<file path="src/rtl/wt_pkg.sv">
package wt_pkg;
  typedef struct packed {
    logic applyTick;
    logic stepBig;
    logic updVis;
    logic slowTick;
    logic swReset;
  } wtStrobe_t;
endpackage

</file>
<file path="src/rtl/wt_ctrl.sv">
module wt_ctrl
  import wt_pkg::*;
#(
  parameter int PRE_W        = 7,
  parameter int COARSE_AFTER = 131
) (
  input  logic      clk,
  input  logic      rstN,
  input  logic      slowTick,
  input  logic      sleepReq,
  input  logic      extWake,
  input  logic      swReset,
  input  logic      hit,
  output wtStrobe_t str,
  output logic      asleep,
  output logic      coarseMode,
  output logic      sleepHazard
);
  localparam int LEN_W = $clog2(COARSE_AFTER + 1);
  localparam logic [PRE_W-1:0] PRE_MAX = {PRE_W{1'b1}};
  localparam logic [LEN_W-1:0] LEN_LIM = LEN_W'(COARSE_AFTER);

  logic [PRE_W-1:0] preQ;
  logic [LEN_W-1:0] lenQ;
  logic asleepQ, coarseQ, hazQ;
  logic coarseEdge, lenFull;

  assign coarseEdge = slowTick && (preQ == PRE_MAX);
  assign lenFull    = (lenQ >= LEN_LIM);

  always_comb begin
    str.applyTick = slowTick && (!coarseQ || coarseEdge);
    str.stepBig   = coarseQ;
    str.updVis    = !asleepQ;
    str.slowTick  = slowTick;
    str.swReset   = swReset;
  end

  always_ff @(posedge clk) begin
    if (!rstN) begin
      preQ    <= '0;
      lenQ    <= '0;
      asleepQ <= 1'b0;
      coarseQ <= 1'b0;
      hazQ    <= 1'b0;
    end else begin
      if (slowTick) preQ <= preQ + 1'b1;
      hazQ <= sleepReq && slowTick && !asleepQ;
      if (!asleepQ) lenQ <= '0;
      else if (slowTick && !lenFull) lenQ <= lenQ + 1'b1;
      if (hit) begin
        asleepQ <= 1'b0;
        coarseQ <= 1'b0;
      end else begin
        if (!asleepQ && sleepReq) asleepQ <= 1'b1;
        else if (asleepQ && extWake) asleepQ <= 1'b0;
        if (swReset) coarseQ <= 1'b0;
        else if (coarseQ && !asleepQ && coarseEdge) coarseQ <= 1'b0;
        else if (!coarseQ && asleepQ && coarseEdge && lenFull) coarseQ <= 1'b1;
      end
    end
  end

  assign asleep      = asleepQ;
  assign coarseMode  = coarseQ;
  assign sleepHazard = hazQ;


  coarse_entry_chk: assert property (@(posedge clk) disable iff (!rstN)
    $rose(coarseQ) |-> ($past(asleepQ) && $past(lenFull)));

  hazard_src_chk: assert property (@(posedge clk) disable iff (!rstN)
    hazQ |-> $past(sleepReq && slowTick));

  wake_exit_chk: assert property (@(posedge clk) disable iff (!rstN)
    (asleepQ && extWake) |=> !asleepQ);
endmodule

</file>
<file path="src/rtl/wt_datapath.sv">
module wt_datapath
  import wt_pkg::*;
#(
  parameter int BYTE_W   = 8,
  parameter int PRE_W    = 7,
  parameter int RST_LOAD = 4
) (
  input  logic              clk,
  input  logic              rstN,
  input  wtStrobe_t         str,
  input  logic              evtWrLo,
  input  logic              evtWrHi,
  input  logic [BYTE_W-1:0] evtData,
  input  logic              rdLo,
  input  logic              rdHi,
  output logic [BYTE_W-1:0] rdData,
  output logic              hit,
  output logic              wakeIrq
);
  localparam int COUNT_W = 2 * BYTE_W;
  localparam logic [COUNT_W-1:0] STEP_C = COUNT_W'(1) << PRE_W;
  localparam logic [COUNT_W-1:0] LOAD_C = COUNT_W'(RST_LOAD);

  logic [COUNT_W-1:0] cntQ, visQ, evtQ, cntNxt, gap;
  logic [BYTE_W-1:0]  shLo, shHi, hiLatch;
  logic               pendQ, wakeQ;

  assign cntNxt = cntQ + (str.stepBig ? STEP_C : COUNT_W'(1));
  assign gap    = evtQ - cntQ - COUNT_W'(1);
  assign hit    = str.applyTick && !str.swReset &&
                  (str.stepBig ? (gap < STEP_C) : (gap == '0));

  always_ff @(posedge clk) begin
    if (!rstN) begin
      cntQ  <= '0;
      visQ  <= '0;
      wakeQ <= 1'b0;
    end else begin
      wakeQ <= hit;
      if (str.swReset) begin
        cntQ <= LOAD_C;
        visQ <= LOAD_C;
      end else if (hit) begin
        cntQ <= '0;
        visQ <= '0;
      end else if (str.applyTick) begin
        cntQ <= cntNxt;
        if (str.updVis) visQ <= cntNxt;
      end
    end
  end

  always_ff @(posedge clk) begin
    if (!rstN) begin
      evtQ  <= '1;
      shLo  <= '0;
      shHi  <= '0;
      pendQ <= 1'b0;
    end else begin
      if (str.slowTick && pendQ) begin
        evtQ  <= {shHi, shLo};
        pendQ <= 1'b0;
      end
      if (evtWrLo) shLo <= evtData;
      if (evtWrHi) begin
        shHi  <= evtData;
        pendQ <= 1'b1;
      end
    end
  end

  always_ff @(posedge clk) begin
    if (!rstN) begin
      rdData  <= '0;
      hiLatch <= '0;
    end else if (rdLo) begin
      rdData  <= visQ[BYTE_W-1:0];
      hiLatch <= visQ[COUNT_W-1:BYTE_W];
    end else if (rdHi) begin
      rdData  <= hiLatch;
    end
  end

  assign wakeIrq = wakeQ;


  match_clear_chk: assert property (@(posedge clk) disable iff (!rstN)
    wakeQ |-> (cntQ == '0 && visQ == '0));

  evt_commit_chk: assert property (@(posedge clk) disable iff (!rstN)
    !$stable(evtQ) |-> $past(str.slowTick));

  vis_frozen_chk: assert property (@(posedge clk) disable iff (!rstN)
    (!str.updVis && !hit && !str.swReset) |=> $stable(visQ));

  fine_step_chk: assert property (@(posedge clk) disable iff (!rstN)
    (str.applyTick && !str.stepBig && !hit && !str.swReset) |=> (cntQ == $past(cntQ) + 1'b1));
endmodule

</file>
<file path="src/rtl/dual_rate_wake_timer.sv">
module dual_rate_wake_timer
  import wt_pkg::*;
#(
  parameter int BYTE_W       = 8,
  parameter int PRE_W        = 7,
  parameter int COARSE_AFTER = 131,
  parameter int RST_LOAD     = 4
) (
  input  logic              clk,
  input  logic              rstN,
  input  logic              slowTick,
  input  logic              sleepReq,
  input  logic              extWake,
  input  logic              swReset,
  input  logic              evtWrLo,
  input  logic              evtWrHi,
  input  logic [BYTE_W-1:0] evtData,
  input  logic              rdLo,
  input  logic              rdHi,
  output logic [BYTE_W-1:0] rdData,
  output logic              wakeIrq,
  output logic              asleep,
  output logic              coarseMode,
  output logic              sleepHazard
);
  wtStrobe_t str;
  logic      hit;

  wt_ctrl #(.PRE_W(PRE_W), .COARSE_AFTER(COARSE_AFTER)) u_ctrl (
    .clk(clk), .rstN(rstN), .slowTick(slowTick), .sleepReq(sleepReq),
    .extWake(extWake), .swReset(swReset), .hit(hit), .str(str),
    .asleep(asleep), .coarseMode(coarseMode), .sleepHazard(sleepHazard)
  );

  wt_datapath #(.BYTE_W(BYTE_W), .PRE_W(PRE_W), .RST_LOAD(RST_LOAD)) u_dp (
    .clk(clk), .rstN(rstN), .str(str), .evtWrLo(evtWrLo), .evtWrHi(evtWrHi),
    .evtData(evtData), .rdLo(rdLo), .rdHi(rdHi), .rdData(rdData),
    .hit(hit), .wakeIrq(wakeIrq)
  );


  wake_awake_chk: assert property (@(posedge clk) disable iff (!rstN)
    wakeIrq |-> (!asleep && !coarseMode));
endmodule

</file>
<file path="config.mk">
export PLATFORM = sky130hd
export DESIGN_NAME = dual_rate_wake_timer
export DESIGN_NICKNAME = d
export VERILOG_FILES = /design/src/rtl/wt_pkg.sv /design/src/rtl/wt_ctrl.sv /design/src/rtl/wt_datapath.sv /design/src/rtl/dual_rate_wake_timer.sv
export SDC_FILE = /design/constraint.sdc
export NUM_CORES = 1
export LEC_CHECK = 0
export BUFFER_PORTS_ARGS = -buffer_cell sky130_fd_sc_hd__buf_2
export CAP_MARGIN = 20
export CORE_MARGIN = 8
export CORE_UTILIZATION = 25
export DETAILED_ROUTE_END_ITERATION = 12
export MAX_ROUTING_LAYER = met4
export PLACE_DENSITY = 0.42
export SYNTH_ARGS = -nofsm -noshare
export SYNTH_HDL_FRONTEND = slang
export SYNTH_SLANG_ARGS = --single-unit
</file>
<file path="constraint.sdc">
create_clock -name clk -period 7.9 [get_ports clk]
set_input_delay 0.395 -clock clk [delete_from_list [all_inputs] [get_ports clk]]
set_output_delay 0.395 -clock clk [all_outputs]
set_load 0.05 [all_outputs]
</file>
==> flow_summary.yaml, run 1 <==
clock_network:
  hold_buffers: 0
  cts_resized: 0
  clkSlewWorstSetupHoldPaths_ns: 0.07
  cts_tree: "yes"
  clockBufferDepth: 2
  numClockSinks: 100
  cts_setup_buffers: 0
  cts_buffers: 9
  worstSkewPairLatency_ns: 0.35
  cts-root-buf: "clkbuf_16"
  htreeDepth: 3
power:
  p_switching_uw: 293
  seq_power_share_pct: 49.8
  power_density_mw_per_mm2: 193
  switching_share_pct: 27.3
  p_leak_uw: 0.00213
  power_frac_clock_pct: 39.6
  vdd_drop_max_v: 0.000110
  power.internal_uw: 782
  power_frac_comb_pct: 10.7
floorplan:
  io_pins: 30
  die_h_um: 157
  fp.coreArea_mm2: 0.0195
  die_w_um: 157
  die_area_mm2: 0.0246
  fp-row-count: 51
  initial_core_util_pct: 25.4
timing:
  setup_violations: 0
  slew_headroom_pct: 43.6
  tightest_slew_ns: 0.846
  holdWs_ns: 0.278
  layout_worst_path_cycle_share_pct: 46.8
  tns_ns: 0
  finalHoldViolCount: 0
  max_freq_mhz: 270
  slew_viol_final: 0
  rsz0062_at_grt: "no"
  finClkSkew_ns: 0.00813
  min_period_ns: 3.70
drt:
  drtAntennaViolNets: 0
  drc: 0
  drt_iter0_drc: 177
  drt-total-wl_um: 11900
  vias: 3890
  viasPerCell: 4.50
  dr.pass1.iters: 5
  wl_per_cell_um: 13.7
logic_synthesis:
  synth_compound_area_share_pct: 13.8
  ys_warn_count: 0
  synth_top_cell_area_share_pct: 40.4
  async_flop_share_pct: 0
  synthAdderAreaFrac_pct: 5.46
  yosysMostFrequentCell: "dfxtp_1"
  syn_inst: 579
  ys.flop_type: "dfxtp_1"
  syn_nets: 618
  ys_seq_elements: 100
  synth_top_family_by_area: "simple AND/OR/NAND/NOR gates"
  synthesis.area_mm2: 0.00495
  synth_edf_count: 0
  yosys.area.top_type: "dfxtp_1"
  seq_area_frac_synth_pct: 40.4
  yosys.area_share.simple_pct: 20.0
  synth_xor_area_share_pct: 7.43
  synth_common_cells: "dfxtp_1, nor2_1, nand2_1, mux2i_1, a21oi_1"
  avgSynthCellArea_um2: 8.55
  synthMuxAreaShare_pct: 7.30
  synthTopCellsByArea: "dfxtp_1, nor2_1, mux2i_1, nand2_1, xnor2_1"
  yosysUniqueCellTypes: 61
critical_path:
  crit_family: "simple AND/OR/NAND/NOR gates"
  critPathRequiredTime_ns: 8.13
  path_class: "flop to flop"
  rr_worst_depth: 13
  worstSetupStartpointType: "flop"
  crit_arrival_ns: 3.93
  crit_fanout: 31
  r2r_setup_slack_ns: 4.20
  end_kind: "flop"
  r2r-start: "u_dp.cntQ[0]"
  worstReg2RegEnd: "u_dp.cntQ[11]"
  critPathMaxStageDelay_ns: 0.56
  cpMaxStageDelayCell: "or4b_1"
  worstPathCellList: "inv_1 > ha_1 > inv_1 > fa_1 > and2b_1 > o221ai_1 > a221oi_2 > mux2_2 > o311ai_1 > or4b_1 > or4_4 > nand3b_4 > nor2_1"
  crit_buf_inv: 2
  cp_common_cell: "inv_1"
  startpoint: "u_dp.cntQ[0]"
min_path:
  whs_endpoint: "u_ctrl.sleepHazard"
  hp-class: "input port to flop"
  holdCritStartpoint: "sleepReq"
  min_delay_path_depth: 3
global_routing:
  grt_pass1_vias: 3767
  grt_first_pass_wirelength_um: 19400
  antenna_found_initial: 0
  grt_max_degree: 44
  grtUsageTotal_pct: 10.3
  grt_overflow: 0
layout:
  nFillCells: 2085
  fin_nets: 633
  diodes: 0
  drive_above_1_share_pct: 10.9
  area_delta_synth_final_pct: 12.5
  fin_cells: 864
placed_design:
  dp.cells: 848
  place_hpwl_um: 8890
  io_buffer_count: 29
  gp_congestion: 0.823
outcome:
  status: "finished, final reports clean"
job:
  maxCapViolations: 0
-- per-stage QoR --
step	instance area [um^2]	setup WS [ns]	utilization, %	power (uW)
2_1_floorplan	4950	4.62	-	634
3_3_place_gp	5290	4.25	27.2	661
3_5_place_dp	5290	4.19	27.2	662
4_1_cts	5570	4.19	28.6	1090
5_1_grt	5570	3.97	28.6	1130
6_report	5570	4.20	28.6	1070
-- sequential cells by signal, summed over array words and instances (netlist names) --
register,flops
u_dp.evtQ,16
u_dp.visQ,16
u_ctrl.sleepHazard,1
u_dp.hiLatch,8
u_ctrl.lenQ,8
u_dp.pendQ,1
u_dp.shHi,8
u_ctrl.preQ,7
u_ctrl.asleep,1
u_dp.rdData,8
u_dp.cntQ,16
u_ctrl.coarseMode,1
u_dp.wakeIrq,1
u_dp.shLo,8
-- tightest hold or removal path, delay by kind of cell --
family                 cells  cell delay, ns
AND/OR/NAND/NOR            2            0.09
buffers and inverters      1            0.10
-- how the worst max path moves through the flow --
stage | cells after the start | slack (ns) | end
after CTS | 11 | 4.19 | u_dp.cntQ[11]
final | 13 | 4.20 | u_dp.cntQ[11]
after detailed placement | 13 | 4.19 | u_dp.cntQ[11]
after global placement | 13 | 4.25 | u_dp.cntQ[7]
after floorplan | 14 | 4.62 | u_dp.visQ[13]
after global routing | 13 | 3.97 | u_dp.cntQ[15]
-- cell usage in the layout (no fill, tap or decap), drive strengths merged, types with 2 or more instances in the layout --
cell type,synthesis,final
a211oi,16,16
nor2,97,97
a2111o,2,2
or3,5,5
o41a,2,2
inv,30,31
nor4,2,2
xor2,12,12
a22o,2,2
nor3,6,6
a31oi,3,3
or2,2,2
o21ai,13,13
a41oi,3,3
nand2,72,72
ha,20,20
clkinv,1,2
clkbuf,17,9
o31ai,2,2
and3,3,3
o22ai,4,4
a21oi,31,31
dfxtp,100,100
a21o,4,4
clkinvlp,0,5
xnor2,30,30
mux2i,35,35
a221oi,4,4
o221ai,3,3
buf,7,31
or4,2,2
nand3,21,21
o211ai,2,2
nand4,8,8
and2,2,2
-- power by group through the flow --
stage	sequential (uW)	clock, uW	combinational, uW
floorplan	546	0	88.0
global placement	546	0	114
detailed placement	547	0	115
CTS	535	442	116
global route	537	462	130
finish	535	425	115
-- final cells by class --
type	instances	area, um^2	area share (%)
flip-flops and latches	100	2000	35.9
multi-input cells	421	2680	48.0
well taps	265	332	5.95
clock inverters	7	62.6	1.12
repair buffers	31	160	2.87
inverters	31	116	2.09
clock buffers	9	225	4.04
-- per-layer routing --
layer  vias to the layer above  GRT usage [%]  wire length [um]
met5                         -              -                 0
li1                       2022              -                 -
met4                         0           4.35               251
met3                        14           2.21               313
met2                        47           16.5              5560
met1                      1807           12.4              5750
-- kinds of logic after synthesis --
group	after synthesis
AOI/OAI and AO/OA	96
xor gates and xnor gates	42
adders and majority gates	21
buffers and inverters	58
DFF	100
muxes	36
and+or+nand+nor	226
Power figures use the tool's default switching activity.
==> inputs of run 2 (changes only) <==
--- a/config.mk
+++ b/config.mk
@@ -5,13 +5,14 @@
 export SDC_FILE = /design/constraint.sdc
 export NUM_CORES = 1
 export LEC_CHECK = 0
+export ABC_AREA = 1
 export BUFFER_PORTS_ARGS = -buffer_cell sky130_fd_sc_hd__buf_2
 export CAP_MARGIN = 20
 export CORE_MARGIN = 8
 export CORE_UTILIZATION = 25
 export DETAILED_ROUTE_END_ITERATION = 12
 export MAX_ROUTING_LAYER = met4
-export PLACE_DENSITY = 0.42
+export PLACE_DENSITY = 0.41
 export SYNTH_ARGS = -nofsm -noshare
 export SYNTH_HDL_FRONTEND = slang
 export SYNTH_SLANG_ARGS = --single-unit
==> constraint.sdc (replaced) <==
create_clock -name clk -period 3.7 [get_ports clk]
set_input_delay 0.185 -clock clk [delete_from_list [all_inputs] [get_ports clk]]
set_output_delay 0.185 -clock clk [all_outputs]
set_load 0.05 [all_outputs]
==> flow_summary.yaml, run 2 <==
logic_synthesis:
  yosysUniqueCellTypes: 41
  synth_top_cell_area_share_pct: 38.0
  syn_nets: 797
  synthesis.area_mm2: 0.00527
  synth_edf_count: 0
  ys.flop_type: "dfxtp_1"
  ys_warn_count: 0
  synthTopCellsByArea: "dfxtp_1, nand2_1, inv_1, nor2_1, ha_1"
  synth_common_cells: "nand2_1, dfxtp_1, inv_1, nor2_1, nand3_1"
  async_flop_share_pct: 0
  yosysMostFrequentCell: "nand2_1"
  syn_inst: 758
  avgSynthCellArea_um2: 6.95
  seq_area_frac_synth_pct: 38.0
  yosys.area.top_type: "dfxtp_1"
  ys_seq_elements: 100
timing:
  layout_setup_ws_ns: 0.879
  setup_violations: 0
  tightest_slew_ns: 0.800
  finalHoldViolCount: 0
  max_freq_mhz: 355
  tns_ns: 0
  slew_headroom_pct: 46.4
  rsz0062_at_grt: "no"
  min_period_ns: 2.82
  layout_worst_path_cycle_share_pct: 76.2
  slew_viol_final: 0
  finClkSkew_ns: 0.0111
global_routing:
  grt_max_degree: 37
  grt_first_pass_wirelength_um: 23300
  grt_pass1_vias: 4589
  grtUsageTotal_pct: 11.4
  grt_overflow: 0
  antenna_found_initial: 0
floorplan:
  die_h_um: 161
  die_w_um: 161
  die_area_mm2: 0.0260
  fp.coreArea_mm2: 0.0209
  initial_core_util_pct: 25.2
  fp-row-count: 53
  io_pins: 30
layout:
  drive_above_1_share_pct: 12.2
  fin_area_mm2: 0.00595
  register_area_mm2: 0.00200
  final_common_cell: "nand2_1"
  multi_input_area_mm2: 0.00278
  fin_nets: 821
  diodes: 0
  mostFrequentLayoutCells: "nand2_1, dfxtp_1, inv_1"
  utilization_pct: 28.5
  reg.largest.list: "u_dp.cntQ x16, u_dp.evtQ x16, u_dp.visQ x16"
  nFillCells: 2335
  area_delta_synth_final_pct: 13.0
drt:
  drtAntennaViolNets: 0
  drt_iter0_drc: 242
  wl_per_cell_um: 13.0
  viasPerCell: 4.32
  drc: 0
  drt-total-wl_um: 13800
  dr.pass1.iters: 5
  vias: 4590
critical_path:
  crit_buf_inv: 1
  worstPathCellList: "inv_1 > ha_1 > nand2_1 > nor2_1 > nand2_1 > nand3_1 > nand2_1 > nand2_1 > nand2_1 > nand2_1 > nor2_1 > nand2_1 > nor2_2 > nand2_4 > nand3_4 > a211oi_1"
  crit_fanout: 31
  crit_arrival_ns: 3.08
  crit_family: "simple AND/OR/NAND/NOR gates"
  r2r_setup_slack_ns: 0.88
  cp_common_cell: "nand2_1"
  path_class: "flop to flop"
  critPathRequiredTime_ns: 3.96
  worstSetupStartpointType: "flop"
  critPathMaxStageDelay_ns: 0.43
  end_kind: "flop"
  cpMaxStageDelayCell: "dfxtp_1"
clock_network:
  cts_setup_buffers: 0
  worstSkewPairLatency_ns: 0.35
  hold_buffers: 0
  cts_tree: "yes"
  cts-root-buf: "clkbuf_16"
  clockBufferDepth: 2
  cts_buffers: 9
  cts_resized: 0
  htreeDepth: 3
  numClockSinks: 100
  clkSlewWorstSetupHoldPaths_ns: 0.08
power:
  power.internal_uw: 1670
  power_density_mw_per_mm2: 388
  p_leak_uw: 0.00256
  seq_power_share_pct: 48.9
  power_frac_comb_pct: 10.2
  power_frac_clock_pct: 40.8
  switching_share_pct: 27.7
  vdd_drop_max_v: 0.000177
  p_switching_uw: 640
outcome:
  status: "finished, final reports clean"
placed_design:
  place_hpwl_um: 10600
  placed_area_mm2: 0.00566
  io_buffer_count: 29
  gp_congestion: 0.826
  pre_cts_ws_ns: 0.835
job:
  maxCapViolations: 0
min_path:
  hp-class: "input port to flop"
-- run 2: final cells by class --
class | count | share of cell area [%]
multi-input cells | 540 | 46.6
flip-flops and latches | 100 | 33.6
inverters | 99 | 6.24
well taps | 275 | 5.78
clock buffers | 10 | 4.01
repair buffers | 32 | 2.82
clock inverters | 6 | 0.904
-- run 2: power groups by stage --
stage / Clock [uW] / Combinational [uW] / Sequential, uW
2_1_floorplan: 0 / 173 / 1150
3_3_place_gp: 0 / 240 / 1160
3_5_place_dp: 0 / 238 / 1160
4_1_cts: 992 / 239 / 1130
5_1_grt: 1030 / 273 / 1130
6_report: 943 / 236 / 1130
-- run 2: path summary, 6_finish.rpt --
| path | cells after the start | start | to |
|---|---|---|---|
| hold reg to reg | 2 | u_dp.shHi[7] | u_dp.evtQ[15] |
| setup reg to reg | 16 | u_dp.cntQ[4] | u_dp.visQ[12] |
| setup / recovery | 16 | u_dp.cntQ[4] | u_dp.visQ[12] |
| hold / removal | 3 | evtData[7] | u_dp.shHi[7] |
-- run 2: metal layers --
layer	vias to the layer above	track usage (%)	wire, um
li1	2459	-	-
met1	2073	14.8	7270
met2	48	17.5	6030
met3	10	2.04	305
met4	0	4.63	206
met5	-	-	0
-- run 2: kinds of logic after synthesis --
family | synth area share, %
AO/OA/AOI/OAI | 13.0
XOR/XNOR | 2.33
adder cells (fa/ha/maj) | 5.13
buffers and inverters | 9.35
flip-flops | 38.0
AND/OR/NAND/NOR | 32.2
-- run 2: per-stage QoR --
step	power [uW]	hold slack, ns	std cells
global placement	1400	0.426	1046
floorplan	1330	0.320	758
finish	2310	0.0745	1062
detailed placement	1390	0.436	1046
CTS	2360	0.0502	1062
global route	2430	0.0806	1062
-- run 2: worst min-delay path: stages --
cell and delay [ns]:
buf_2 0.09, nor2_1 0.04, nor2_1 0.08
